`src/rtl/mmio_gpio_pkg.sv`:
```
package mmio_gpio_pkg;

  typedef enum logic [2:0] {
    SEL_DATA   = 3'd0,
    SEL_SET    = 3'd1,
    SEL_CLR    = 3'd2,
    SEL_DIROUT = 3'd3,
    SEL_DIRIN  = 3'd4,
    SEL_NONE   = 3'd7
  } reg_sel_e;

  localparam int NUM_REGS = 5;

  function automatic reg_sel_e decode_offset(input logic [31:0] off);
    if (off < 32'(NUM_REGS)) return reg_sel_e'(off[2:0]);
    return SEL_NONE;
  endfunction

endpackage

```
`src/rtl/gpio_lane_map.sv`:
```
// Bit permutation between line order and bus order. Mirror and byte swap
// commute and are each their own inverse, so one instance serves each path.
module gpio_lane_map #(
  parameter int W         = 32,
  parameter bit MIRROR    = 1'b0,
  parameter bit BYTE_SWAP = 1'b0
) (
  input  logic [W-1:0] a,
  output logic [W-1:0] y
);
  localparam int NBYTES = W / 8;

  logic [W-1:0] mirrored;

  generate
    if (MIRROR) begin : g_mirror
      for (genvar i = 0; i < W; i++) begin : g_bit
        assign mirrored[i] = a[W-1-i];
      end
    end else begin : g_straight
      assign mirrored = a;
    end

    if (BYTE_SWAP) begin : g_swap
      for (genvar k = 0; k < NBYTES; k++) begin : g_byte
        assign y[8*k +: 8] = mirrored[8*(NBYTES-1-k) +: 8];
      end
    end else begin : g_keep
      assign y = mirrored;
    end
  endgenerate
endmodule

```
`src/rtl/gpio_sync.sv`:
```
module gpio_sync #(
  parameter int W = 32
) (
  input  logic         clk,
  input  logic         rst,
  input  logic [W-1:0] pin_async,
  output logic [W-1:0] pin_sync
);
  logic [W-1:0] stage1;

  always_ff @(posedge clk) begin
    if (rst) begin
      stage1   <= '0;
      pin_sync <= '0;
    end else begin
      stage1   <= pin_async;
      pin_sync <= stage1;
    end
  end
endmodule

```
`src/rtl/gpio_core.sv`:
```
module gpio_core
  import mmio_gpio_pkg::*;
#(
  parameter int W      = 32,
  parameter int ADDR_W = 3
) (
  input  logic              clk,
  input  logic              rst,
  input  logic [ADDR_W-1:0] addr,
  input  logic              wr_en,
  input  logic              rd_en,
  input  logic [W-1:0]      wline,
  input  logic [W-1:0]      pin_sync,
  output logic [W-1:0]      out_q,
  output logic [W-1:0]      dir_q,
  output logic [W-1:0]      rd_q
);
  reg_sel_e     sel;
  logic [W-1:0] rd_val;

  assign sel = decode_offset(32'(addr));

  always_comb begin
    unique case (sel)
      SEL_DATA:   rd_val = (dir_q & out_q) | (~dir_q & pin_sync);
      SEL_SET:    rd_val = out_q;
      SEL_DIROUT: rd_val = dir_q;
      SEL_DIRIN:  rd_val = ~dir_q;
      default:    rd_val = '0;
    endcase
  end

  always_ff @(posedge clk) begin
    if (rst) begin
      out_q <= '0;
      dir_q <= '0;
      rd_q  <= '0;
    end else begin
      if (wr_en) begin
        unique case (sel)
          SEL_DATA:   out_q <= wline;
          SEL_SET:    out_q <= out_q | wline;
          SEL_CLR:    out_q <= out_q & ~wline;
          SEL_DIROUT: dir_q <= wline;
          SEL_DIRIN:  dir_q <= ~wline;
          default:    ;
        endcase
      end
      if (rd_en) rd_q <= rd_val;
    end
  end

  p_reset_r1: assert property (@(posedge clk)
    rst |=> (out_q == '0 && dir_q == '0 && rd_q == '0));

  p_set_r3: assert property (@(posedge clk) disable iff (rst)
    (wr_en && sel == SEL_SET) |=> ((out_q & $past(wline)) == $past(wline)));

  p_clr_r4: assert property (@(posedge clk) disable iff (rst)
    (wr_en && sel == SEL_CLR) |=> ((out_q & $past(wline)) == '0));

  p_data_r5: assert property (@(posedge clk) disable iff (rst)
    (wr_en && sel == SEL_DATA) |=> (out_q == $past(wline)));

  p_dirout_r7: assert property (@(posedge clk) disable iff (rst)
    (wr_en && sel == SEL_DIROUT) |=> (dir_q == $past(wline)));

  p_dirin_r8: assert property (@(posedge clk) disable iff (rst)
    (wr_en && sel == SEL_DIRIN) |=> (dir_q == ~$past(wline)));

  p_ignore_r9: assert property (@(posedge clk) disable iff (rst)
    (!wr_en || sel == SEL_NONE) |=> ($stable(out_q) && $stable(dir_q)));

  p_hold_r10: assert property (@(posedge clk) disable iff (rst)
    !rd_en |=> $stable(rd_q));
endmodule

```
`src/rtl/mmio_gpio.sv`:
```
module mmio_gpio #(
  parameter int W         = 32,
  parameter int ADDR_W    = 3,
  parameter bit MIRROR    = 1'b0,
  parameter bit BYTE_SWAP = 1'b0
) (
  input  logic              clk,
  input  logic              rst,
  input  logic [ADDR_W-1:0] addr,
  input  logic              wr_en,
  input  logic              rd_en,
  input  logic [W-1:0]      wdata,
  output logic [W-1:0]      rdata,
  input  logic [W-1:0]      gpio_in,
  output logic [W-1:0]      gpio_out,
  output logic [W-1:0]      gpio_oe
);
  generate
    if (!(W == 8 || W == 16 || W == 32 || W == 64)) begin : g_bad_width
      $error("mmio_gpio: W must be 8, 16, 32 or 64");
    end
    if (BYTE_SWAP && W == 64) begin : g_bad_swap
      $error("mmio_gpio: byte swap is not allowed at 64-bit width");
    end
  endgenerate

  logic [W-1:0] wline;
  logic [W-1:0] pin_sync;
  logic [W-1:0] rd_line;

  gpio_lane_map #(.W(W), .MIRROR(MIRROR), .BYTE_SWAP(BYTE_SWAP)) u_wmap (
    .a (wdata),
    .y (wline)
  );

  gpio_sync #(.W(W)) u_sync (
    .clk       (clk),
    .rst       (rst),
    .pin_async (gpio_in),
    .pin_sync  (pin_sync)
  );

  gpio_core #(.W(W), .ADDR_W(ADDR_W)) u_core (
    .clk      (clk),
    .rst      (rst),
    .addr     (addr),
    .wr_en    (wr_en),
    .rd_en    (rd_en),
    .wline    (wline),
    .pin_sync (pin_sync),
    .out_q    (gpio_out),
    .dir_q    (gpio_oe),
    .rd_q     (rd_line)
  );

  gpio_lane_map #(.W(W), .MIRROR(MIRROR), .BYTE_SWAP(BYTE_SWAP)) u_rmap (
    .a (rd_line),
    .y (rdata)
  );
endmodule

```
`config.mk`:
```
export PLATFORM = sky130hd
export DESIGN_NAME = mmio_gpio
export DESIGN_NICKNAME = d
export VERILOG_FILES = /design/src/rtl/mmio_gpio_pkg.sv /design/src/rtl/gpio_lane_map.sv /design/src/rtl/gpio_sync.sv /design/src/rtl/gpio_core.sv /design/src/rtl/mmio_gpio.sv
export SDC_FILE = /design/constraint.sdc
export NUM_CORES = 1
export LEC_CHECK = 0
export BUFFER_PORTS_ARGS = -buffer_cell sky130_fd_sc_hd__buf_4
export CAP_MARGIN = 20
export CORE_ASPECT_RATIO = 1.5
export CORE_MARGIN = 2
export CORE_UTILIZATION = 50
export DETAILED_ROUTE_END_ITERATION = 12
export GPL_ROUTABILITY_DRIVEN = 0
export GPL_TIMING_DRIVEN = 0
export PLACE_DENSITY = 0.75
export SLEW_MARGIN = 20
export SYNTH_ARGS = -nofsm -noshare
export SYNTH_HDL_FRONTEND = slang
export SYNTH_SLANG_ARGS = --single-unit
```
`constraint.sdc`:
```
create_clock -name clk -period 1.5 [get_ports clk]
set_input_delay 0.075 -clock clk [delete_from_list [all_inputs] [get_ports clk]]
set_output_delay 0.075 -clock clk [all_outputs]
set_load 0.02 [all_outputs]
```
==> out/results.tsv <==
stage	metric	value	unit
status	outcome	finished with violations	
status	failed_checks	negative hold slack	
layout	fin_area	10000	µm²
layout	final_cell_mix	buf_4 (167), dfxtp_1 (160), nor2b_1 (96), a21oi_1 (96), dlygate4sd3_1 (64)	
layout	fillers	1181	
global_routing	grt_max_degree	17	
timing	drv_slew	0	
yosys	ys_seq_area_frac	0.435	
floorplan	coreArea	14500	µm²
floorplan	initial_utilization	0.509	
layout	seqCellArea	3200	µm²
clocking	htreeDepth	4	
critical_path	required	1840	ps
yosys	synth.distinct_cells	28	
route	wl_per_cell	18.3	µm
critical_path	arrival	1600	ps
yosys	ys_warn_count	0	
timing	tightestPinTransition	761	ps
route	wl	22900	µm
timing	finalCriticalPeriod	1260	ps
yosys	syn_area	7360	µm²
layout	final_layout_size_suffix_gt1_frac	0.293	
clocking	cts_sinks	160	
layout	layout_commonest_cell	buf_4	
yosys	synth_seq_cells	160	
yosys	syn_inst	795	
clocking	cts_buffer_depth	2	
clocking	cts_made_buffers	17	
placed_design	hpwlAfterDp	16100	µm
power	p_leak	3.78	nW
layout	stdcell_count	1251	
timing	hold_viol	5	
timing	relSlewSlack	0.492	
route	drt-pass1-iter-count	5	
critical_path	path_max_fanout	5	
floorplan	num_rows	54	
critical_path	worstSetupPathType	reg -> reg	
global_routing	gr-total-overflow	0	
timing	timing.hold.ws	-2.17	ps
route	drc	0	
route	drtIter0Drc	425	
power	total_power	10.3	mW
placed_design	port_buffers	164	
yosys	synthesis.nets	866	
critical_path	cp-end-kind	flop	
yosys	synth_edf_count	0	
layout	multi_input_area	3790	µm²
timing	rsz0062_at_grt	no	
clocking	insertion_delay	440	ps
placed_design	dpl.cell_count	1155	
critical_path	start_kind	flop	
floorplan	die_width	103	µm
timing	fin_crit_sh	0.842	
clocking	cts.clk_slew.worst_paths	70	ps
timing	max_freq	792	MHz
route	num_vias	6821	
yosys	synth_ff_type	dfxtp_1	
layout	fin_util	0.693	
global_routing	gr-usage-all-layers	0.296	
power	p_per_area	1020	nW/µm²
worst_hold_path	min_path_type	in -> reg	
route	vias_per_cell	5.45	
placed_design	place_area	8840	µm²
power	ir_drop	0.000748	V
run	max-cap-violations	0	
global_routing	antenna_found_initial	0	
global_routing	grt_pass1_wl	36200	µm
critical_path	reg2reg_slack	240	ps
layout	diodes	0	
layout	area_growth	36.2	%
clocking	cts-root-buf	clkbuf_16	
floorplan	dieArea	15700	µm²
yosys	synth_area_per_cell	9.26	µm²
clocking	cts_resized	0	
floorplan	dieHeight	153	µm
layout	nNetsFinal	1113	
yosys	synth_area_leaders	dfxtp_1 (44%), nor2b_1 (8.2%), a21oi_1 (6.5%)	
floorplan	io_pins	167	
global_routing	grt_pass1_vias	6922	
yosys	yosysTopAreaCell	dfxtp_1	
timing	tns	0	ps
clocking	cts_tree	yes	
timing	skew	8.56	ps
timing	setup_viol	0	
route	ant_nets	0	
yosys	async_flop_share	0	
yosys	synth_top_area_share	0.435	
-- cell type report --
type	instances	area share
Multi-Input combinational cell	553	0.378
Sequential cell	160	0.320
Timing Repair Buffer	228	0.187
Clock buffer	19	0.0442
Buffer	82	0.0366
Tap cell	196	0.0245
Clock inverter	13	0.0104
-- critical path, cell delays in order, from the launching register on --
cell and delay, ps:
dfxtp_1 380, or2_2 320, a211o_1 250, a211oi_1 220
-- metal layers --
metal  routed length (µm)  vias to the layer above  GRT usage
li1                     -                     3332          -
met1                 8860                     3209      0.343
met2                11900                      232      0.511
met3                 1260                       48     0.0651
met4                  889                        0      0.132
met5                    0                        -          0
-- synthesized netlist by cell type, types with 3 or more instances --
master    number
nor4_1        32
or2_2         27
dfxtp_1      160
o21ba_2       32
a211oi_1      34
a211o_1       32
nand2b_1      33
nor3_1        32
buf_6          3
xnor2_1       32
or2_1          6
a21oi_1       96
o31ai_1       32
buf_1          4
nor2b_1       96
clkbuf_1      54
buf_4          3
a211oi_2      30
buf_2         17
nand2_1       32
-- state kept, by name (all words and copies together) (netlist names) --
signal           cells
u_core.rd_q         32
u_sync.stage1       32
u_sync.pin_sync     32
u_core.dir_q        32
u_core.out_q        32
-- final timing paths --
check,startpoint,endpoint,depth (start not counted)
max,u_core.dir_q[9]$_SDFFE_PP0P_,u_core.rd_q[9]$_SDFFE_PP0P_,3
min,rst,u_sync.stage1[14]$_SDFF_PP0_,2
max reg2reg,u_core.dir_q[9]$_SDFFE_PP0P_,u_core.rd_q[9]$_SDFFE_PP0P_,3
min reg2reg,u_sync.stage1[13]$_SDFF_PP0_,u_sync.pin_sync[13]$_SDFF_PP0_,1
-- through the flow --
stage               hold WS [ps]  setup WS (ps)
global placement             285           -146
detailed placement           289           -127
global route                30.6            126
CTS                         4.64            247
finish                     -2.17            238
floorplan                    203            314
-- kinds of logic after synthesis --
group	after synthesis	share of synthesized area
compound gates	256	0.265
xor+xnor	32	0.0381
buf+inv	82	0.0498
flops	160	0.435
mux	1	0.00136
simple gates	264	0.210
-- report_power, final --
part,total (mW),internal (mW),switching [mW]
Clock,4.06,2.19,1.87
Combinational,1.63,0.790,0.839
Sequential,4.58,4.43,0.147
-- repair_timing --
item                                   in CTS  in global routing
hold buffers                               64                  0
setup buffers                               0                  0
endpoints found under the hold margin      93                  0
Note: power is estimated with default switching activity, not from simulation.
